File: src/rtl/pt_walker_pkg.sv
package pt_walker_pkg;

    localparam int VA_W      = 32;
    localparam int IDX_W     = 10;
    localparam int OFS_W     = 12;
    localparam int BIT_RD    = 31;
    localparam int BIT_WR    = 30;
    localparam int BIT_NS    = 29;
    localparam int BIT_NEXT  = 28;

    typedef enum logic [2:0] {
        CAUSE_NONE          = 3'd0,
        CAUSE_BASE_PERM     = 3'd1,
        CAUSE_DIR_NOT_TABLE = 3'd2,
        CAUSE_DIR_PERM      = 3'd3,
        CAUSE_PAGE_UNMAPPED = 3'd4,
        CAUSE_PAGE_PERM     = 3'd5
    } cause_e;

    typedef enum logic [1:0] {
        CHK_BASE,
        CHK_DIR,
        CHK_PAGE
    } chk_kind_e;

    typedef enum logic [2:0] {
        ST_IDLE,
        ST_DIR_REQ,
        ST_DIR_WAIT,
        ST_PAGE_REQ,
        ST_PAGE_WAIT,
        ST_RESP
    } walk_state_e;

    function automatic logic [IDX_W-1:0] dir_index(input logic [VA_W-1:0] va);
        return va[31:22];
    endfunction

    function automatic logic [IDX_W-1:0] page_index(input logic [VA_W-1:0] va);
        return va[21:12];
    endfunction

    function automatic logic [OFS_W-1:0] word_offset(input logic [IDX_W-1:0] idx);
        return {idx, 2'b00};
    endfunction

    function automatic logic access_allowed(input logic [31:0] entry, input logic is_write);
        return is_write ? entry[BIT_WR] : entry[BIT_RD];
    endfunction

endpackage

File: src/rtl/pt_frame_addr.sv
module pt_frame_addr #(
    parameter int PA_BITS = 34,
    localparam int FRAME_W = PA_BITS - 12
) (
    input  logic [FRAME_W-1:0] frame,
    input  logic [11:0]        offset,
    output logic [PA_BITS-1:0] addr
);
    assign addr = {frame, 12'h000} + {{FRAME_W{1'b0}}, offset};
endmodule

File: src/rtl/pt_entry_check.sv
module pt_entry_check
    import pt_walker_pkg::*;
#(
    parameter chk_kind_e KIND = CHK_PAGE
) (
    input  logic [31:0] entry,
    input  logic        is_write,
    output cause_e      cause
);
    logic perm_ok;
    assign perm_ok = access_allowed(entry, is_write);

    generate
        if (KIND == CHK_BASE) begin : g_base
            logic unused_base;
            assign unused_base = ^entry[29:0];
            always_comb cause = perm_ok ? CAUSE_NONE : CAUSE_BASE_PERM;
        end else if (KIND == CHK_DIR) begin : g_dir
            logic unused_dir;
            assign unused_dir = ^{entry[BIT_NS], entry[27:0]};
            always_comb begin
                if (!entry[BIT_NEXT])
                    cause = CAUSE_DIR_NOT_TABLE;
                else if (!perm_ok)
                    cause = CAUSE_DIR_PERM;
                else
                    cause = CAUSE_NONE;
            end
        end else begin : g_page
            always_comb begin
                if (entry == 32'h0)
                    cause = CAUSE_PAGE_UNMAPPED;
                else if (!perm_ok)
                    cause = CAUSE_PAGE_PERM;
                else
                    cause = CAUSE_NONE;
            end
        end
    endgenerate
endmodule

File: src/rtl/pt_walker.sv
module pt_walker
    import pt_walker_pkg::*;
#(
    parameter int PA_BITS = 34,
    parameter int ASID_W  = 7
) (
    input  logic               clk,
    input  logic               rst,
    input  logic               req_valid,
    input  logic [31:0]        req_va,
    input  logic               req_write,
    input  logic [31:0]        base_word,
    input  logic [ASID_W-1:0]  base_asid,
    output logic               busy,
    output logic               mem_req_valid,
    output logic [PA_BITS-1:0] mem_req_addr,
    input  logic               mem_req_ready,
    input  logic               mem_rsp_valid,
    input  logic [31:0]        mem_rsp_data,
    output logic               resp_valid,
    output logic               resp_fault,
    output logic [2:0]         resp_cause,
    output logic [PA_BITS-1:0] resp_pa,
    output logic               resp_nonsecure,
    output logic [ASID_W-1:0]  resp_asid
);
    localparam int FRAME_W = PA_BITS - 12;

    walk_state_e          state_q;
    logic [VA_W-1:0]      va_q;
    logic                 wr_q;
    logic [ASID_W-1:0]    asid_q;
    logic [FRAME_W-1:0]   dir_frame_q;
    logic [FRAME_W-1:0]   page_frame_q;
    logic                 res_fault_q;
    cause_e               res_cause_q;
    logic [PA_BITS-1:0]   res_pa_q;
    logic                 res_ns_q;

    cause_e               base_cause, dir_cause, page_cause;
    logic [PA_BITS-1:0]   dir_entry_addr, page_entry_addr, pa_next;

    pt_entry_check #(.KIND(CHK_BASE)) u_base_chk (
        .entry(base_word), .is_write(req_write), .cause(base_cause));
    pt_entry_check #(.KIND(CHK_DIR)) u_dir_chk (
        .entry(mem_rsp_data), .is_write(wr_q), .cause(dir_cause));
    pt_entry_check #(.KIND(CHK_PAGE)) u_page_chk (
        .entry(mem_rsp_data), .is_write(wr_q), .cause(page_cause));

    pt_frame_addr #(.PA_BITS(PA_BITS)) u_dir_addr (
        .frame(dir_frame_q), .offset(word_offset(dir_index(va_q))), .addr(dir_entry_addr));
    pt_frame_addr #(.PA_BITS(PA_BITS)) u_page_addr (
        .frame(page_frame_q), .offset(word_offset(page_index(va_q))), .addr(page_entry_addr));
    pt_frame_addr #(.PA_BITS(PA_BITS)) u_pa (
        .frame(mem_rsp_data[FRAME_W-1:0]), .offset(va_q[OFS_W-1:0]), .addr(pa_next));

    always_ff @(posedge clk) begin
        if (rst) begin
            state_q      <= ST_IDLE;
            va_q         <= '0;
            wr_q         <= 1'b0;
            asid_q       <= '0;
            dir_frame_q  <= '0;
            page_frame_q <= '0;
            res_fault_q  <= 1'b0;
            res_cause_q  <= CAUSE_NONE;
            res_pa_q     <= '0;
            res_ns_q     <= 1'b0;
        end else begin
            case (state_q)
                ST_IDLE: begin
                    if (req_valid) begin
                        va_q        <= req_va;
                        wr_q        <= req_write;
                        asid_q      <= base_asid;
                        dir_frame_q <= base_word[FRAME_W-1:0];
                        res_pa_q    <= '0;
                        res_ns_q    <= 1'b0;
                        if (base_cause != CAUSE_NONE) begin
                            res_fault_q <= 1'b1;
                            res_cause_q <= base_cause;
                            state_q     <= ST_RESP;
                        end else begin
                            res_fault_q <= 1'b0;
                            res_cause_q <= CAUSE_NONE;
                            state_q     <= ST_DIR_REQ;
                        end
                    end
                end
                ST_DIR_REQ: begin
                    if (mem_req_ready) state_q <= ST_DIR_WAIT;
                end
                ST_DIR_WAIT: begin
                    if (mem_rsp_valid) begin
                        if (dir_cause != CAUSE_NONE) begin
                            res_fault_q <= 1'b1;
                            res_cause_q <= dir_cause;
                            state_q     <= ST_RESP;
                        end else begin
                            page_frame_q <= mem_rsp_data[FRAME_W-1:0];
                            state_q      <= ST_PAGE_REQ;
                        end
                    end
                end
                ST_PAGE_REQ: begin
                    if (mem_req_ready) state_q <= ST_PAGE_WAIT;
                end
                ST_PAGE_WAIT: begin
                    if (mem_rsp_valid) begin
                        if (page_cause != CAUSE_NONE) begin
                            res_fault_q <= 1'b1;
                            res_cause_q <= page_cause;
                        end else begin
                            res_pa_q <= pa_next;
                            res_ns_q <= mem_rsp_data[BIT_NS];
                        end
                        state_q <= ST_RESP;
                    end
                end
                ST_RESP: state_q <= ST_IDLE;
                default: state_q <= ST_IDLE;
            endcase
        end
    end

    assign busy           = (state_q != ST_IDLE);
    assign mem_req_valid  = (state_q == ST_DIR_REQ) || (state_q == ST_PAGE_REQ);
    assign mem_req_addr   = (state_q == ST_PAGE_REQ) ? page_entry_addr : dir_entry_addr;
    assign resp_valid     = (state_q == ST_RESP);
    assign resp_fault     = res_fault_q;
    assign resp_cause     = res_cause_q;
    assign resp_pa        = res_pa_q;
    assign resp_nonsecure = res_ns_q;
    assign resp_asid      = asid_q;


    mem_req_hold_chk: assert property (@(posedge clk) disable iff (rst)
        mem_req_valid && !mem_req_ready |=> mem_req_valid && $stable(mem_req_addr));


    resp_pulse_chk: assert property (@(posedge clk) disable iff (rst)
        resp_valid |=> !resp_valid);


    fault_pa_zero_chk: assert property (@(posedge clk) disable iff (rst)
        resp_valid && resp_fault |-> resp_pa == '0);


    req_under_busy_chk: assert property (@(posedge clk) disable iff (rst)
        mem_req_valid |-> busy);


    base_fault_no_read_chk: assert property (@(posedge clk) disable iff (rst)
        $rose(busy) && resp_valid |-> resp_cause == 3'd1 && !mem_req_valid);


    no_overlap_chk: assert property (@(posedge clk) disable iff (rst)
        mem_rsp_valid && (state_q == ST_DIR_WAIT || state_q == ST_PAGE_WAIT) |=> !resp_valid || !mem_req_valid);
endmodule

File: config.mk
export PLATFORM = sky130hd
export DESIGN_NAME = pt_walker
export DESIGN_NICKNAME = d
export VERILOG_FILES = /design/src/rtl/pt_walker_pkg.sv /design/src/rtl/pt_frame_addr.sv /design/src/rtl/pt_entry_check.sv /design/src/rtl/pt_walker.sv
export SDC_FILE = /design/constraint.sdc
export NUM_CORES = 1
export LEC_CHECK = 0
export BUFFER_PORTS_ARGS = -buffer_cell sky130_fd_sc_hd__buf_2
export CAP_MARGIN = 30
export CORE_MARGIN = 8
export CORE_UTILIZATION = 49
export CTS_CLUSTER_SIZE = 12
export DETAILED_ROUTE_END_ITERATION = 6
export PLACE_DENSITY_LB_ADDON = 0.15
export SETUP_SLACK_MARGIN = 0.15
export SYNTH_ARGS = -nofsm -noshare
export SYNTH_HDL_FRONTEND = slang
export SYNTH_SLANG_ARGS = --single-unit
export TNS_END_PERCENT = 30
File: constraint.sdc
create_clock -name clk -period 1.5 [get_ports clk]
set_input_delay 0.075 -clock clk [delete_from_list [all_inputs] [get_ports clk]]
set_output_delay 0.075 -clock clk [all_outputs]
set_load 0.02 [all_outputs]
==> metrics <==
status complete, but fails checks; failing checks negative setup slack; synthesized area 5290 um2; Worst Path Class, Setup flop to primary output; die footprint 14400 um2; Port-buffer cells around 180; CTS tree built; layout cell share with drive strength beyond 1 approximately 45%; Worst Hold End resp_cause[2]$_SDFFE_PP0P_; nets roughly 1000; area of the multi-input gates 2980 um2; Site Rows 38; Setup WS post-layout -0.534 ns; vias per inst about 5.6; Min-Delay Path Class input pin to flop; YS warnings 0; R2R Setup Slk -0.35 ns; chip width approximately 120 um; RSZ-0062 raised after global routing yes; Finished Cell Area 9170 um2; max-cap viol count 0; ANT cells 0; Power Density 1210 nW/um2; worst path arrival time 1.96 ns; fin util about 86%; RePlAce Congestion roughly 0.89; EDFF count, synth 0; vias in the first global route 6147; FF+latch area 2530 um2; CTS clock-pin slew for the worst setup and hold paths 0.06 ns; largest net degree at the start of global routing 49; Pre-antenna DRT Iters 7; top_reg_cell synth dfxtp_1; drt wl/cell 20.6 um; # setup viols final 159; CP Capture Type primary output; I/O pins 192; first-pass GRT wire length 31.7 mm; CORE AREA 10700 um2; FF+latch count, synth 126; Post-synth ARST share 0%; Syn Area/Cell ~8.5 um2; CP Launch Type flop; Clock Sink Count around 130; Hold Path Cell Cnt 5; register area share after synthesis 47.7%; Setup Skew 0.00559 ns; Final Hold Fails 0; leading cell type in the layout, fill and taps excluded buf_2; initial antenna violation count 0; Fillers 576; RR Endpoint dir_frame_q[7]$_SDFFE_PP0P_; Worst Tran Pin Value 0.543 ns; period utilization 136%; total global-route track usage 27.6%; P_leak 4.02 nW; Peak VDD IR 0.932 mV; chip height 120 um; Vias 6036; min Tclk post-route 2.03 ns; DRT antenna net count 0; HP Start req_valid; Worst EP required 1.42 ns; effective utilization at floorplan around 49%; Iteration-0 DRC Markers 436; dpl cell area 6510 um2; Detailed Route WL 22.1 mm; Pwr Total ~11 mW; Synth cell types 40; Gate Count Post-Synth between 600 and 700; most frequent cells in the layout 145 x buf_2, 122 x dfxtp_1, 112 x nand2_1; CTS Buffer Depth 2; Worst Reg-to-Reg Cells 11; GRT overflow 0; Rel. slew slack around 63%; Area Overhead vs Synth 73.2%; f_max 0.492 GHz; Pins Over Slew Limit 0; H-tree depth 4; maximum fanout along the worst path 6; Clock Tree Root clkbuf_8; total CTS buffers 17; worst-skew pair later-pin latency 0.54 ns; HPWL Detailed about 11 mm; Remaining DRCs 0; reg2reg start state_q[2]$_SDFFE_PP0P_
-- cells in the mapped netlist (2+ instances only) --
| master | instances | area share (%) |
|---|---|---|
| nand2_1 | 129 | 9.1 |
| dfxtp_1 | 126 | 48 |
| a21oi_1 | 102 | 9.6 |
| nand4_1 | 37 | 4.4 |
| mux2_2 | 32 | 6.8 |
| nor2_1 | 26 | 1.8 |
| o21ai_0 | 25 | 2.4 |
| mux2i_1 | 24 | 4.5 |
| clkbuf_1 | 22 | 1.6 |
| buf_2 | 20 | 1.9 |
| o21ai_1 | 17 | 1.6 |
| nor4_1 | 10 | 1.2 |
| buf_4 | 6 | 0.85 |
| buf_1 | 5 | 0.35 |
| inv_1 | 5 | 0.35 |
| nor3_1 | 4 | 0.38 |
| nand2b_1 | 3 | 0.35 |
| a221oi_2 | 2 | 0.57 |
| a311oi_1 | 2 | 0.33 |
| buf_6 | 2 | 0.43 |
| nand3b_1 | 2 | 0.28 |
| nor2_4 | 2 | 0.43 |
-- how the worst max path moves through the flow --
| stage | startpoint | endpoint | slack, ns | cells after the start |
|---|---|---|---|---|
| finish | state_q[2]$_SDFFE_PP0P_ | mem_req_addr[17] | -0.53 | 7 |
| global placement | wr_q$_SDFFE_PP0P_ | resp_nonsecure$_SDFFE_PP0P_ | -0.05 | 4 |
| CTS | state_q[2]$_SDFFE_PP0P_ | mem_req_addr[12] | -0.51 | 7 |
| detailed placement | wr_q$_SDFFE_PP0P_ | resp_pa[14]$_SDFFE_PP0P_ | -0.14 | 4 |
| floorplan | state_q[2]$_SDFFE_PP0P_ | state_q[2]$_SDFFE_PP0P_ | 0.14 | 5 |
| global route | state_q[2]$_SDFFE_PP0P_ | mem_req_addr[12] | -0.60 | 7 |
-- power breakdown --
part	total [mW]	leakage [nW]	internal [mW]	switching, mW
sequential	3.72	1.03	3.58	0.139
combinational	3.34	2.71	1.51	1.83
clock	3.99	0.282	2.51	1.48
-- worst max-delay path, cell delays in order (launching register included) --
cell and delay (ns):
dfxtp_4 0.35, buf_6 0.12, nor2_4 0.11, nand2_4 0.12
buf_6 0.16, buf_16 0.13, mux2_2 0.30, buf_6 0.14
-- routing by layer --
layer	wire length, um	GRT usage [%]	up-vias	part of all wire [%]
li1	-	-	2783	-
met1	8160	29.2	2890	37
met2	11300	47.8	299	51
met3	1740	9.77	64	7.9
met4	899	13.7	0	4.1
met5	0	0	-	0
-- stage by stage --
stage / hold slack (ns) / setup slack [ns] / setup TNS (ns) / std cells
2_1_floorplan: 0.203 / 0.144 / 0 / 622
3_5_place_dp: 0.320 / -0.142 / -4.05 / 921
5_1_grt: 0.117 / -0.595 / -56.48 / 1075
6_report: 0.0673 / -0.534 / -47.42 / 1075
3_3_place_gp: 0.315 / -0.0508 / -1.14 / 921
4_1_cts: 0.0219 / -0.513 / -24.22 / 1066
-- layout make-up --
cell class	count	share of cell area (%)
Tap cell	140	1.91
Multi-Input combinational cell	437	32.5
Inverter	5	0.273
Clock buffer	20	4.64
Clock inverter	12	1.58
Timing Repair Buffer	335	31.5
Sequential cell	126	27.6
-- flip-flops by register name (all words and copies together), names as in the netlist, 3 cells and up --
register and count:
state_q 3, page_frame_q 22, resp_cause 3, va_q 32
dir_frame_q 22, resp_asid 7, resp_pa 34
-- logic make-up (layout without fill, tap and decap cells) --
kind of cell / after synthesis / count (layout) / synth area share (%)
muxes: 58 / 58 / 11.9
and+or+nand+nor: 221 / 222 / 19.2
buffers and inverters: 60 / 372 / 5.44
AOI/OAI and AO/OA: 155 / 155 / 15.7
DFF: 126 / 126 / 47.7
other: 1 / 2 / 0.0709
-- repair_timing --
item / CTS / global route
endpoints found under the setup margin: 159 / 161
cloned: 7 / 5
buffers inserted: 18 / 4
endpoints found under the hold margin: 111 / 0
pin swaps: 10 / 18
hold buffers: 88 / 0
resized for setup: 106 / 131
(Power assumes the default switching activity.)
